`src/rtl/page_fill_engine.sv`:
```
module page_fill_engine #(
  parameter int ADDR_BITS  = 22,
  parameter int BEAT_BYTES = 64,
  parameter logic [7:0] FILL_BYTE = 8'h5A,
  parameter int REG_OFS_W  = 6
) (
  input  logic                                  clk,
  input  logic                                  rst_n,
  input  logic                                  reg_we,
  input  logic [REG_OFS_W-1:0]                  reg_addr,
  input  logic [31:0]                           reg_wdata,
  output logic [31:0]                           reg_rdata,
  output logic                                  mem_we,
  output logic [ADDR_BITS-$clog2(BEAT_BYTES)-1:0] mem_addr,
  output logic [8*BEAT_BYTES-1:0]               mem_wdata
);
  localparam int PAGE_LG = 6;
  localparam int BEAT_LG = $clog2(BEAT_BYTES);
  localparam int BEATS   = (1 << PAGE_LG) / BEAT_BYTES;
  localparam int BCNT_LG = PAGE_LG - BEAT_LG;
  localparam int PG_W    = ADDR_BITS - PAGE_LG;
  localparam int MEM_AW  = ADDR_BITS - BEAT_LG;
  localparam int VLD     = 22;
  localparam logic [REG_OFS_W-1:0] OFS_START  = REG_OFS_W'('h18);
  localparam logic [REG_OFS_W-1:0] OFS_END    = REG_OFS_W'('h1C);
  localparam logic [REG_OFS_W-1:0] OFS_STATUS = REG_OFS_W'('h20);

  logic [ADDR_BITS-1:0] start_q, end_q;
  logic                 end_vld_q;
  logic                 pending, done;
  logic [PG_W:0]        cur_pg, end_pg;
  logic [ADDR_BITS:0]   end_round;
  logic                 last_beat, have_work;
  logic                 wr_start, wr_end, launch;
  logic                 unused_bits;

  assign wr_start  = reg_we && reg_addr == OFS_START && !pending;
  assign wr_end    = reg_we && reg_addr == OFS_END && !pending;
  assign launch    = wr_end && reg_wdata[VLD];
  assign end_round = {1'b0, reg_wdata[ADDR_BITS-1:0]} + (ADDR_BITS+1)'(63);
  assign have_work = cur_pg < end_pg;
  assign mem_we    = pending && have_work;
  assign mem_wdata = {BEAT_BYTES{FILL_BYTE}};
  assign unused_bits = ^{reg_wdata, end_round[PAGE_LG-1:0]};

  always_ff @(posedge clk or negedge rst_n) begin
    if (!rst_n) begin
      start_q   <= '0;
      end_q     <= '0;
      end_vld_q <= 1'b0;
    end else begin
      if (wr_start) start_q <= reg_wdata[ADDR_BITS-1:0];
      if (wr_end) begin
        end_q     <= reg_wdata[ADDR_BITS-1:0];
        end_vld_q <= reg_wdata[VLD];
      end
    end
  end

  always_ff @(posedge clk or negedge rst_n) begin
    if (!rst_n) begin
      pending <= 1'b0;
      done    <= 1'b0;
      cur_pg  <= '0;
      end_pg  <= '0;
    end else if (launch) begin
      pending <= 1'b1;
      done    <= 1'b0;
      cur_pg  <= {1'b0, start_q[ADDR_BITS-1:PAGE_LG]};
      end_pg  <= end_round[ADDR_BITS:PAGE_LG];
    end else if (pending) begin
      if (have_work) begin
        if (last_beat) cur_pg <= cur_pg + (PG_W+1)'(1);
      end else begin
        pending <= 1'b0;
        done    <= 1'b1;
      end
    end
  end

  generate
    if (BEATS == 1) begin : g_full
      assign last_beat = 1'b1;
      assign mem_addr  = cur_pg[PG_W-1:0];
    end else begin : g_beats
      logic [BCNT_LG-1:0] beat;
      always_ff @(posedge clk or negedge rst_n) begin
        if (!rst_n)      beat <= '0;
        else if (launch) beat <= '0;
        else if (mem_we) beat <= beat + BCNT_LG'(1);
      end
      assign last_beat = &beat;
      assign mem_addr  = {cur_pg[PG_W-1:0], beat};
    end
  endgenerate

  always_comb begin
    reg_rdata = '0;
    case (reg_addr)
      OFS_START:  reg_rdata[ADDR_BITS-1:0] = start_q;
      OFS_END: begin
        reg_rdata[ADDR_BITS-1:0] = end_q;
        reg_rdata[VLD]           = end_vld_q;
      end
      OFS_STATUS: reg_rdata[1:0] = {done, pending};
      default:    reg_rdata = '0;
    endcase
  end

  AST_STATUS_EXCL: assert property (@(posedge clk) disable iff (!rst_n)
    !(pending && done));
  AST_ADDR_STEP: assert property (@(posedge clk) disable iff (!rst_n)
    mem_we |=> (!mem_we || mem_addr == $past(mem_addr) + MEM_AW'(1)));
  AST_DONE_FOLLOWS: assert property (@(posedge clk) disable iff (!rst_n)
    (pending && !mem_we) |=> done);
  AST_BUSY_LOCK: assert property (@(posedge clk) disable iff (!rst_n)
    (pending && $past(pending)) |-> ($stable(start_q) && $stable(end_q)));
  AST_DONE_ORIGIN: assert property (@(posedge clk) disable iff (!rst_n)
    $rose(done) |-> $past(pending));
endmodule

```
`config.mk`:
```
export PLATFORM = sky130hd
export DESIGN_NAME = page_fill_engine
export DESIGN_NICKNAME = d
export VERILOG_FILES = /design/src/rtl/page_fill_engine.sv
export SDC_FILE = /design/constraint.sdc
export NUM_CORES = 1
export LEC_CHECK = 0
export CORE_AREA = 5 5 232 234
export DETAILED_ROUTE_END_ITERATION = 10
export DIE_AREA = 0 0 237 239
export GPL_TIMING_DRIVEN = 1
export PLACE_DENSITY = 0.46
export SLEW_MARGIN = 20
export SYNTH_ARGS = -nofsm -noshare
export SYNTH_HDL_FRONTEND = slang
export SYNTH_SLANG_ARGS = --single-unit
```
`constraint.sdc`:
```
create_clock -name clk -period 2.9 [get_ports clk]
set_input_delay 0.58 -clock clk [delete_from_list [all_inputs] [get_ports clk]]
set_output_delay 0.58 -clock clk [all_outputs]
set_load 0.01 [all_outputs]
```
After elaboration in Yosys (flattened, before gate mapping)
Index checks and enable logic that the tools add are counted.
- add/sub/neg operators: 2
- order comparisons: 1
- equal/unequal tests: 4
- muxes and demuxes: 12
- reduce and logical (&&, ||, !) cells: 11
- operators with widths (operator ; count):
    two-way mux 17 bit ; 3
    case mux 20 bit (2 select lines) ; 1
    adder 22 x 6 -> 23 bit, second input constant ; 1
    adder 17 x 1 -> 17 bit, second input constant ; 1
    < comparator 17 bit ; 1
    equality test 6 x 5 -> 1 bit, second input constant ; 2
    two-way mux 1 bit ; 7
    equality test 6 bit, second input constant ; 1
    logical AND 1 bit ; 6
    case mux 2 bit (3 select lines) ; 1
    AND reduction 2 bit ; 2
    nonzero test 2 bit ; 2
    inequality test 2 x 1 -> 1 bit, second input constant ; 1
    zero test 1 bit ; 1
- register bits: 81
- input port bits: 41
- output and inout bits: 561
- logic and storage cells: 37

Longest topological paths before layout
- word-level depth: 6
- gate-level depth with buffers: 11
- gate-level depth less buffers: 10

Worst setup path after synthesis
Ideal clock, no wire load.
- path type: register to output
- start point: reg cur_pg[3]
- end point: out mem_we
- data arrival time: 1.916 ns
- required time: 2.320 ns
- slack: 0.404 ns
- cell stages (with the launch flop): 8
- path buffers: 1
- cell sequence: dfrtp_1 > ha_1 > a21oi_1 > a21boi_0 > o311ai_1 > nand3_1 > inv_1 > buf_2
- cells in the longest elaborated chain, start to end: 2
- RTL lines (item ; RTL line ; text):
    start: declaration ; 31 ; logic [PG_W:0] cur_pg, end_pg;
    start signal: assignment ; 69 ; cur_pg <= {1'b0, start_q[ADDR_BITS-1:PAGE_LG]};
    start signal: assignment ; 73 ; if (last_beat) cur_pg <= cur_pg + (PG_W+1)'(1);
    < comparator 17 bit ; 41 ; assign have_work = cur_pg < end_pg;
    logical AND 1 bit ; 42 ; assign mem_we = pending && have_work;
    end: declaration ; 13 ; output logic mem_we,
No other way between the ends.

Final worst setup path
- start point: in reg_addr[1]
- end point: out reg_rdata[6]
- cells in the longest elaborated chain, start to end: 2
- elaborated cells on any way between the ends: 3
- those cells by class: eq/ne: 2; mux: 1
- RTL lines (item ; RTL line ; text):
    start: declaration ; 10 ; input logic [REG_OFS_W-1:0] reg_addr,
    equality test 6 x 5 -> 1 bit ; 99 ; case (reg_addr)
    case mux 20 bit (2 select lines) (*) ; 99 ;
    end: declaration ; 12 ; output logic [31:0] reg_rdata,
Every way passes the cells marked *; elsewhere a longest branch is shown, timed or not.

==> results.json <==
{
  "start_util_pct": 16.4,
  "core_um2": 51800,
  "syn-mean-instance-area_um2": 8.75,
  "synth-xor-area-share_pct": 1.55,
  "crit_required_ns": 2.32,
  "post-place-ws_ns": -0.378,
  "drt_iter0_drc": 135,
  "setup_viol": 0,
  "clock_skew_ns": 0.00828,
  "drt_pre_antenna_iters": 4,
  "antenna_cells": 0,
  "hold_class": "in -> async",
  "grt_max_degree": 82,
  "crit_type": "in -> out",
  "ant_nets": 0,
  "numCtsBuffers": 9,
  "grt_usage_pct": 5.18,
  "synth_edf_count": 0,
  "drt_wl_total_mm": 17.7,
  "tritoncts": "yes",
  "endpoint_kind": "output pin",
  "power.density_nw_per_um2": 414,
  "maxSlewHeadroom_pct": 59.4,
  "final_cell_mix": "conb_1, dfrtp_1, nand2_1",
  "hold_buffers": 0,
  "ys.flop_type": "dfrtp_1",
  "finalCritPeriodShare_pct": 95.8,
  "cts_buffer_depth": 2,
  "p_total_mw": 3.53,
  "syn_to_final_growth_pct": 0.0736,
  "tightest_slew_ns": 0.605,
  "async_flop_share_pct": 100,
  "crit_fanout": 6,
  "crit_arrival_ns": 2.20,
  "grt_overflow_total": 0,
  "antenna_found_initial": 0,
  "synth_top_family_by_area": "buffers and inverters",
  "clock-sinks": 81,
  "synth-seq-area-share_pct": 23.8,
  "die_h_um": 239,
  "hold_viol": 0,
  "drv_cap": 0,
  "htree_levels": 3,
  "peakVddDrop_mv": 0.215,
  "holdWs_ns": 0.254,
  "synth_adder_area_share_pct": 2.50,
  "final_common_cell": "conb_1",
  "port_buffers": 71,
  "instances_no_fill": 1742,
  "rsz0062_at_grt": "no",
  "leakagePower_nw": 4.56,
  "postSynthCellCount": 972,
  "clock.fmax_ghz": 0.360,
  "vias": 4787,
  "dieArea_um2": 56600,
  "placementRows": 84,
  "muxShareOfSynthArea_pct": 8.95,
  "crit_path_start_kind": "input pin",
  "synth_compound_area_share_pct": 5.74,
  "final_net_count": 1107,
  "clk_pin_slew_ns": 0.06,
  "yosys.area_share.simple_pct": 7.59,
  "dp_cells": 1720,
  "die_x_um": 237,
  "netlist_area_um2": 8500,
  "grt_pass1_vias": 4005,
  "ys_ff_latch": 81,
  "clk_latency_ns": 0.34,
  "timing.final.ws_setup_ns": 0.123,
  "cts-root-buf": "clkbuf_16",
  "hpwlAfterDp_mm": 14.6,
  "yosys.cell_types.count": 47,
  "synth_warnings": 0,
  "finalWorstPathRequiredPeriod_ns": 2.78,
  "wire_per_inst_um": 10.1,
  "ioPinCount": 602,
  "grt_pass1_wl_mm": 23.3,
  "gp_congestion": 0.701,
  "finalMaxSlewViolations": 0,
  "utilization_pct": 16.4,
  "drive_above_1_share_pct": 10.9,
  "drcViolationCount": 0,
  "via_per_inst": 2.75,
  "status": "finished clean"
}
per-layer routing:
layer	wire, µm	track usage (%)
met4	182	1.71
met3	2330	2.07
met2	8680	8.36
met1	6490	6.32
met5	0	0
sequential cells by signal, indices dropped and copies added, names as in the netlist:
signal	count
cur_pg	17
done	1
end_pg	17
end_q	22
end_vld_q	1
pending	1
start_q	22
critical path, stage by stage:
cell and delay [ns]:
dlymetal6s2s_1 0.14, buf_6 0.12, or4_4 0.62, nor2_2 0.17, clkdlybuf4s50_1 0.55
final timing paths:
path	start	endpoint	slack (ns)	depth (start not counted)
worst max-delay path	reg_addr[1]	reg_rdata[6]	0.12	5
worst min-delay path	rst_n	end_q[2]	0.25	2
worst max register to register	cur_pg[14]	cur_pg[16]	0.50	8
worst min register to register	end_pg[12]	end_pg[12]	0.48	2
max in group asynchronous	rst_n	cur_pg[14]	2.27	2
min in group clk	end_pg[12]	end_pg[12]	0.48	2
synthesized netlist by cell type (13+ instances only):
| cell | n | share of area (%) |
|---|---|---|
| dfrtp_1 | 81 | 24 |
| o21ai_0 | 27 | 1.6 |
| mux2_2 | 24 | 3.2 |
| mux2_4 | 16 | 2.8 |
| ha_1 | 17 | 2.5 |
| nor3_1 | 13 | 0.77 |
| nor2_1 | 33 | 1.5 |
| buf_4 | 537 | 47 |
| nand2_1 | 50 | 2.2 |
| inv_1 | 24 | 1.1 |
| nand3_1 | 16 | 0.94 |
| a21oi_1 | 15 | 0.88 |
| mux2i_1 | 25 | 2.9 |
| clkbuf_1 | 13 | 0.57 |
kinds of logic after synthesis:
kind of cell | after synthesis
adders and majority gates | 17
and+or+nand+nor | 138
DFF | 81
xor gates and xnor gates | 15
other | 2
AOI/OAI and AO/OA | 74
buffers and inverters | 580
muxes | 65
where the power goes:
group / internal, mW / switching [mW] / leakage (nW) / total [mW]
Combinational: 0.301 / 0.596 / 3.32 / 0.897
Clock: 0.754 / 0.487 / 0.155 / 1.24
Sequential: 1.27 / 0.122 / 1.08 / 1.39
Total: 2.32 / 1.20 / 4.56 / 3.53
through the flow:
stage | setup TNS [ns] | cell area [µm²]
global route | 0 | 8510
floorplan | 0 | 10500
finish | 0 | 8510
detailed placement | -7.98 | 8110
CTS | -1.23 | 8450
global placement | -8.57 | 8110
cell type report:
cell class | count | area (µm²)
Tap cell | 688 | 861
Multi-Input combinational cell | 831 | 4250
Clock buffer | 9 | 225
Timing Repair Buffer | 102 | 961
Clock inverter | 7 | 95.1
Fill cell | 5814 | 43300
Inverter | 24 | 90.1
Sequential cell | 81 | 2030
repair_timing:
action	4_1_cts	5_1_grt
setup endpoints to repair	24	16
gates cloned	1	0
pin swaps	1	4
setup buffers	2	3
resized for setup	48	21
Note: power is estimated with default switching activity, not from simulation.
